==> config.mk <==
export PLATFORM = sky130hd
export DESIGN_NAME = adc_sampler
export DESIGN_NICKNAME = d
export VERILOG_FILES = /design/src/rtl/adc_sampler_pkg.sv /design/src/rtl/adc_rate_timer.sv /design/src/rtl/adc_frame_seq.sv /design/src/rtl/adc_shift_in.sv /design/src/rtl/adc_sampler.sv
export SDC_FILE = /design/constraint.sdc
export NUM_CORES = 1
export LEC_CHECK = 0
export BUFFER_PORTS_ARGS = -buffer_cell sky130_fd_sc_hd__buf_2
export CAP_MARGIN = 30
export CORE_UTILIZATION = 50
export CTS_CLUSTER_DIAMETER = 50
export CTS_CLUSTER_SIZE = 24
export DETAILED_ROUTE_END_ITERATION = 10
export HOLD_SLACK_MARGIN = 0.1
export PLACE_DENSITY = 0.69
export SKIP_LAST_GASP = 1
export SLEW_MARGIN = 0
export SYNTH_ARGS = -nofsm -noshare
export SYNTH_HDL_FRONTEND = slang
export SYNTH_SLANG_ARGS = --single-unit
==> constraint.sdc <==
create_clock -name clk_i -period 3.9 [get_ports clk_i]
set_input_delay 0.39 -clock clk_i [delete_from_list [all_inputs] [get_ports clk_i]]
set_output_delay 0.39 -clock clk_i [all_outputs]
set_load 0.03 [all_outputs]
==> src/rtl/adc_sampler_pkg.sv <==
package adc_sampler_pkg;

  typedef enum logic {
    ST_IDLE = 1'b0,
    ST_RUN  = 1'b1
  } seq_st_e;

  function automatic int unsigned ceil_div(int unsigned a, int unsigned b);
    return (a + b - 1) / b;
  endfunction

  function automatic int unsigned max_u(int unsigned a, int unsigned b);
    return (a > b) ? a : b;
  endfunction

endpackage

==> src/rtl/adc_rate_timer.sv <==
module adc_rate_timer #(
  parameter int unsigned PER = 271
) (
  input  logic clk_i,
  input  logic rst_ni,
  input  logic launch_i,
  output logic due_o
);

  localparam int unsigned PC_W = $clog2(PER);
  localparam logic [PC_W-1:0] LAST = PC_W'(PER - 1);

  logic [PC_W-1:0] cnt_q;

  // saturates at LAST so a long idle gap makes the next frame due at once
  always_ff @(posedge clk_i or negedge rst_ni) begin
    if (!rst_ni) begin
      cnt_q <= LAST;
    end else if (launch_i) begin
      cnt_q <= '0;
    end else if (cnt_q != LAST) begin
      cnt_q <= cnt_q + 1'b1;
    end
  end

  assign due_o = (cnt_q == LAST);

endmodule

==> src/rtl/adc_frame_seq.sv <==
module adc_frame_seq
  import adc_sampler_pkg::*;
#(
  parameter int unsigned HALF  = 9,
  parameter int unsigned NB_LO = 12,
  parameter int unsigned NB_HI = 14
) (
  input  logic clk_i,
  input  logic rst_ni,
  input  logic launch_i,
  input  logic res_i,
  output logic busy_o,
  output logic res_o,
  output logic cs_no,
  output logic sclk_o,
  output logic cap_o,
  output logic done_o
);

  localparam int unsigned PH_W = $clog2(2 * NB_HI + 2);
  localparam int unsigned HC_W = $clog2(HALF + 1);
  localparam logic [PH_W-1:0] END_LO = PH_W'(2 * NB_LO);
  localparam logic [PH_W-1:0] END_HI = PH_W'(2 * NB_HI);

  seq_st_e         st_q;
  logic [HC_W-1:0] hcnt_q;
  logic [PH_W-1:0] ph_q;
  logic [PH_W-1:0] end_ph;
  logic            res_q;
  logic            run;
  logic            hend;
  logic            fin;

  assign run    = (st_q == ST_RUN);
  assign hend   = (hcnt_q == HC_W'(HALF - 1));
  assign end_ph = res_q ? END_HI : END_LO;

  // phase 0: setup, odd phases: sclk high, even phases: low, end_ph+1: cs gap
  assign cap_o  = run && hend && !ph_q[0] && (ph_q < end_ph);
  assign done_o = run && hend && (ph_q == end_ph);
  assign fin    = run && hend && (ph_q == end_ph + PH_W'(1));
  assign busy_o = run;
  assign res_o  = res_q;

  always_ff @(posedge clk_i or negedge rst_ni) begin
    if (!rst_ni) begin
      st_q   <= ST_IDLE;
      hcnt_q <= '0;
      ph_q   <= '0;
      res_q  <= 1'b0;
      cs_no  <= 1'b1;
      sclk_o <= 1'b0;
    end else if (launch_i) begin
      st_q   <= ST_RUN;
      hcnt_q <= '0;
      ph_q   <= '0;
      res_q  <= res_i;
      cs_no  <= 1'b0;
      sclk_o <= 1'b0;
    end else if (run) begin
      if (hend) begin
        hcnt_q <= '0;
        ph_q   <= ph_q + 1'b1;
        sclk_o <= cap_o;
        if (done_o) cs_no <= 1'b1;
        if (fin) st_q <= ST_IDLE;
      end else begin
        hcnt_q <= hcnt_q + 1'b1;
      end
    end
  end

endmodule

==> src/rtl/adc_shift_in.sv <==
module adc_shift_in #(
  parameter int unsigned RES_LO = 10,
  parameter int unsigned RES_HI = 12
) (
  input  logic              clk_i,
  input  logic              rst_ni,
  input  logic              cap_i,
  input  logic              done_i,
  input  logic              res_i,
  input  logic              miso_i,
  output logic [RES_HI-1:0] data_o,
  output logic              valid_o
);

  logic [RES_HI-1:0] sh_q;
  logic [RES_HI-1:0] word;

  // lead bits fall off the top of the register; only the data bits remain
  generate
    if (RES_HI > RES_LO) begin : g_pad
      assign word = res_i ? sh_q : {{(RES_HI - RES_LO){1'b0}}, sh_q[RES_LO-1:0]};
    end else begin : g_flat
      assign word = sh_q;
    end
  endgenerate

  always_ff @(posedge clk_i or negedge rst_ni) begin
    if (!rst_ni) begin
      sh_q    <= '0;
      data_o  <= '0;
      valid_o <= 1'b0;
    end else begin
      if (cap_i) sh_q <= {sh_q[RES_HI-2:0], miso_i};
      valid_o <= done_i;
      if (done_i) data_o <= word;
    end
  end

endmodule

==> src/rtl/adc_sampler.sv <==
module adc_sampler
  import adc_sampler_pkg::*;
#(
  parameter int unsigned SYS_CLK_HZ  = 250_000_000,
  parameter int unsigned SCLK_MAX_HZ = 14_000_000,
  parameter int unsigned HALF_DIV    = 9,
  parameter int unsigned PERIOD      = 250,
  parameter int unsigned LEAD        = 2,
  parameter int unsigned RES_LO      = 10,
  parameter int unsigned RES_HI      = 12
) (
  input  logic              clk_i,
  input  logic              rst_ni,
  input  logic              start_i,
  input  logic              cont_i,
  input  logic              res_i,
  input  logic              miso_i,
  output logic              cs_no,
  output logic              sclk_o,
  output logic [RES_HI-1:0] data_o,
  output logic              valid_o
);

  // divider and period are clamped so sclk and the frame rate stay legal
  localparam int unsigned MIN_HALF  = ceil_div(SYS_CLK_HZ, 2 * SCLK_MAX_HZ);
  localparam int unsigned HALF_EFF  = max_u(HALF_DIV, MIN_HALF);
  localparam int unsigned NB_LO     = LEAD + RES_LO;
  localparam int unsigned NB_HI     = LEAD + RES_HI;
  localparam int unsigned FRAME_MAX = (2 * NB_HI + 2) * HALF_EFF;
  localparam int unsigned PER_EFF   = max_u(PERIOD, FRAME_MAX + 1);

  logic busy;
  logic due;
  logic launch;
  logic cap;
  logic done;
  logic res_q;

  assign launch = !busy && (start_i || (cont_i && due));

  adc_rate_timer #(
    .PER(PER_EFF)
  ) u_timer (
    .clk_i   (clk_i),
    .rst_ni  (rst_ni),
    .launch_i(launch),
    .due_o   (due)
  );

  adc_frame_seq #(
    .HALF (HALF_EFF),
    .NB_LO(NB_LO),
    .NB_HI(NB_HI)
  ) u_seq (
    .clk_i   (clk_i),
    .rst_ni  (rst_ni),
    .launch_i(launch),
    .res_i   (res_i),
    .busy_o  (busy),
    .res_o   (res_q),
    .cs_no   (cs_no),
    .sclk_o  (sclk_o),
    .cap_o   (cap),
    .done_o  (done)
  );

  adc_shift_in #(
    .RES_LO(RES_LO),
    .RES_HI(RES_HI)
  ) u_shift (
    .clk_i  (clk_i),
    .rst_ni (rst_ni),
    .cap_i  (cap),
    .done_i (done),
    .res_i  (res_q),
    .miso_i (miso_i),
    .data_o (data_o),
    .valid_o(valid_o)
  );

endmodule

==> qor.yml <==
clock_tree:
  clk_pin_slew_ns: 0.09
  htree_levels: 2
  cts-root-buf: "clkbuf_8"
  cts.sinks: 47
  cts_setup_buffers: 0
  insertion_delay_ns: 0.30
  cts_tree: "built"
  clockBufferDepth: 2
  cts_buffers: 5
synth:
  synth_fp_nets: 195
  synthTopCellsByArea: "dfrtp_1 (48%), mux2_2 (12%), dfstp_2 (6.0%)"
  synth_edf_count: 0
  synthSimpleGateAreaFrac_pct: 12.88
  yosys.cell_count.top_type: "dfrtp_1"
  synth.distinct_cells: 42
  synth_top_family_by_area: "multiplexers"
  async_reset_ff_share_pct: 100.0
  muxShareOfSynthArea_pct: 13.40
  synth_adder_area_share_pct: 4.561
  synth_area_mm2: 0.002195
  synth.avg_cell_area_um2: 12.12
  synth_ff_type: "dfrtp_1"
  yosysTopAreaCell: "dfrtp_1"
  synth_cells: 181
  synth_compound_area_share_pct: 11.29
  ys_warn_count: 0
  netlist.area_leader.share_pct: 47.89
  ys_seq_area_share_pct: 53.88
  synthXorXnorAreaFrac_pct: 0
  ys_ff_latch: 47
  netlist_top_cells_count: "dfrtp_1 (42), mux2_2 (23), a21oi_1 (12), inv_1 (12), nand2_1 (12)"
routing:
  dr.pass1.iters: 4
  top_layer: "met4"
  wl_met3_um: 137
  routed_wl_um: 3793
  wl_met1_um: 1789
  vias: 1425
  met2_length_um: 1842
  wire_per_inst_um: 14.87
  final_antenna_net_count: 0
  drt_iter0_markers: 52
  vias_per_cell: 5.588
  drc: 0
global_route:
  track_usage_pct: 19.01
  antenna_found_initial: 0
  grt_pass1_vias: 1324
  overflow: 0
  grt_pass1_wl_um: 6251
  grt_max_degree: 27
floorplan:
  rows: 23
  boundaryPins: 21
  die_h_um: 68.25
  coreArea_mm2: 0.004115
  die-area_mm2: 0.004658
  initial_utilization_pct: 53.33
  fp.dieW_um: 68.25
min_path:
  hold_start: "res_i"
  hold_path_depth: 2
  holdPathEnd: "u_seq.res_o"
  worstHoldPathType: "in -> reg"
setup_path:
  cp.arrival_ns: 2.36
  r2r-end: "u_seq.res_o"
  cp_max_fo: 15
  cp.required_ns: 4.09
  rr_startpoint: "u_timer.cnt_q[8]"
  r2r_cells: 3
  critical_path_class: "reg -> reg"
  reg2reg_slack_ns: 1.73
  cp-start-kind: "flop"
  critPathCaptureType: "flop"
final_layout:
  diodes: 0
  syn_to_final_growth_pct: 12.03
  drive_gt1_share_pct: 32.20
  final_util_pct: 59.74
  fin_nets: 218
timing:
  finalMaxSlewViolations: 0
  fin_crit_sh_pct: 55.69
  fmax_ghz: 0.4604
  skew_ns: 0.005764
  slew_headroom_pct: 42.52
  min_period_ns: 2.172
  rsz0062_at_grt: "false"
  worst_pin_slew_ns: 0.8503
  setup_viol: 0
  setup_tns_ns: 0
  hold_viol: 0
power_and_ir_drop:
  p_leak_nw: 1.187
  powerDensity_mw_per_mm2: 570.2
  irDropWorstVdd_uv: 261.7
place:
  numPortBuffers: 20
  place_hpwl_um: 2729
  gp_congestion: 0.7777
job:
  cap_violations: 0
status:
  status: "finished clean"
worst max-delay path, stage by stage, from the launching register on:
cell and delay, ns:
dfstp_2 0.55, or4b_4 0.50, o31ai_4 0.66, mux2_4 0.35
cell families (layout without fill, tap and decap cells):
group,after synthesis,after routing
compound gates,36,36
fa+ha+maj,8,8
buf+inv,19,43
flops,47,47
mux,26,26
simple gates,45,45
registers in the layout, indices dropped and copies added, names as in the netlist:
register and flops:
u_shift.data_o 12, u_shift.sh_q 12, u_timer.cnt_q 9, u_seq.ph_q 5, u_seq.hcnt_q 4, u_seq.busy_o 1, u_seq.cs_no 1, u_seq.res_o 1
u_seq.sclk_o 1, u_shift.valid_o 1
layout by cell type (no fill, tap or decap), types with 2 or more instances in the layout:
master | Yosys | layout
dfrtp_1 | 42 | 42
dfstp_2 | 5 | 5
a22o_1 | 3 | 3
mux2i_1 | 2 | 2
a311oi_1 | 2 | 2
or3_1 | 6 | 6
and4b_1 | 2 | 2
nand4_1 | 2 | 2
o21ai_0 | 9 | 9
nand4b_1 | 2 | 2
inv_1 | 12 | 12
nor3_1 | 5 | 5
ha_1 | 8 | 8
nand2b_1 | 2 | 2
nand2_1 | 12 | 12
nand3_1 | 5 | 5
mux2_2 | 23 | 23
clkbuf_8 | 0 | 6
buf_2 | 3 | 20
and3_1 | 2 | 2
a21oi_1 | 12 | 12
metrics by stage:
step | cells | hold WS, ns | power, mW | worst slack [ns] | instance area (µm²)
floorplan | 181 | 0.09441 | 0.9997 | 2.001 | 2195
global placement | 244 | 0.4497 | 1.067 | 1.573 | 2315
detailed placement | 245 | 0.3989 | 1.100 | 1.435 | 2342
CTS | 254 | 0.3144 | 1.412 | 1.434 | 2451
global route | 255 | 0.3086 | 1.510 | 1.630 | 2459
finish | 255 | 0.3245 | 1.402 | 1.728 | 2459
worst max-delay path by stage:
stage	depth (start not counted)	startpoint	end
final	3	u_timer.cnt_q[8]	u_seq.res_o
after floorplan	6	u_seq.hcnt_q[0]	u_shift.sh_q[10]
after CTS	5	u_seq.hcnt_q[0]	u_shift.sh_q[2]
after global routing	4	u_timer.cnt_q[1]	u_seq.res_o
after detailed placement	5	u_seq.hcnt_q[0]	u_shift.sh_q[9]
after global placement	5	u_seq.hcnt_q[0]	u_shift.sh_q[3]
report_power, final:
group / switching, mW / total, mW / internal, mW / leakage [nW]
Clock: 0.159 / 0.303 / 0.145 / 0.0474
Sequential: 0.137 / 0.742 / 0.605 / 0.607
Combinational: 0.183 / 0.357 / 0.173 / 0.533
Total: 0.479 / 1.40 / 0.923 / 1.19
per-layer routing:
layer  track usage [%]  vias to the layer above
met5                 0                        -
met4             8.073                        0
met3             7.000                        2
met2             29.41                       27
met1             23.74                      698
li1                  -                      698
area by class of cell:
| cell class | instances | area (µm²) |
|---|---|---|
| Fill cell | 331 | 1657 |
| Sequential cell | 47 | 1182 |
| Multi-Input combinational cell | 115 | 924.6 |
| Timing Repair Buffer | 23 | 145.1 |
| Clock buffer | 6 | 82.58 |
| Tap cell | 50 | 62.56 |
| Inverter | 12 | 45.04 |
| Clock inverter | 2 | 16.27 |
what timing repair did:
item,in CTS,in global routing
resized for setup,0,0
endpoints found under the setup margin,0,0
hold buffers,1,0
hold endpoints to repair,17,0
(Power assumes the default switching activity.)
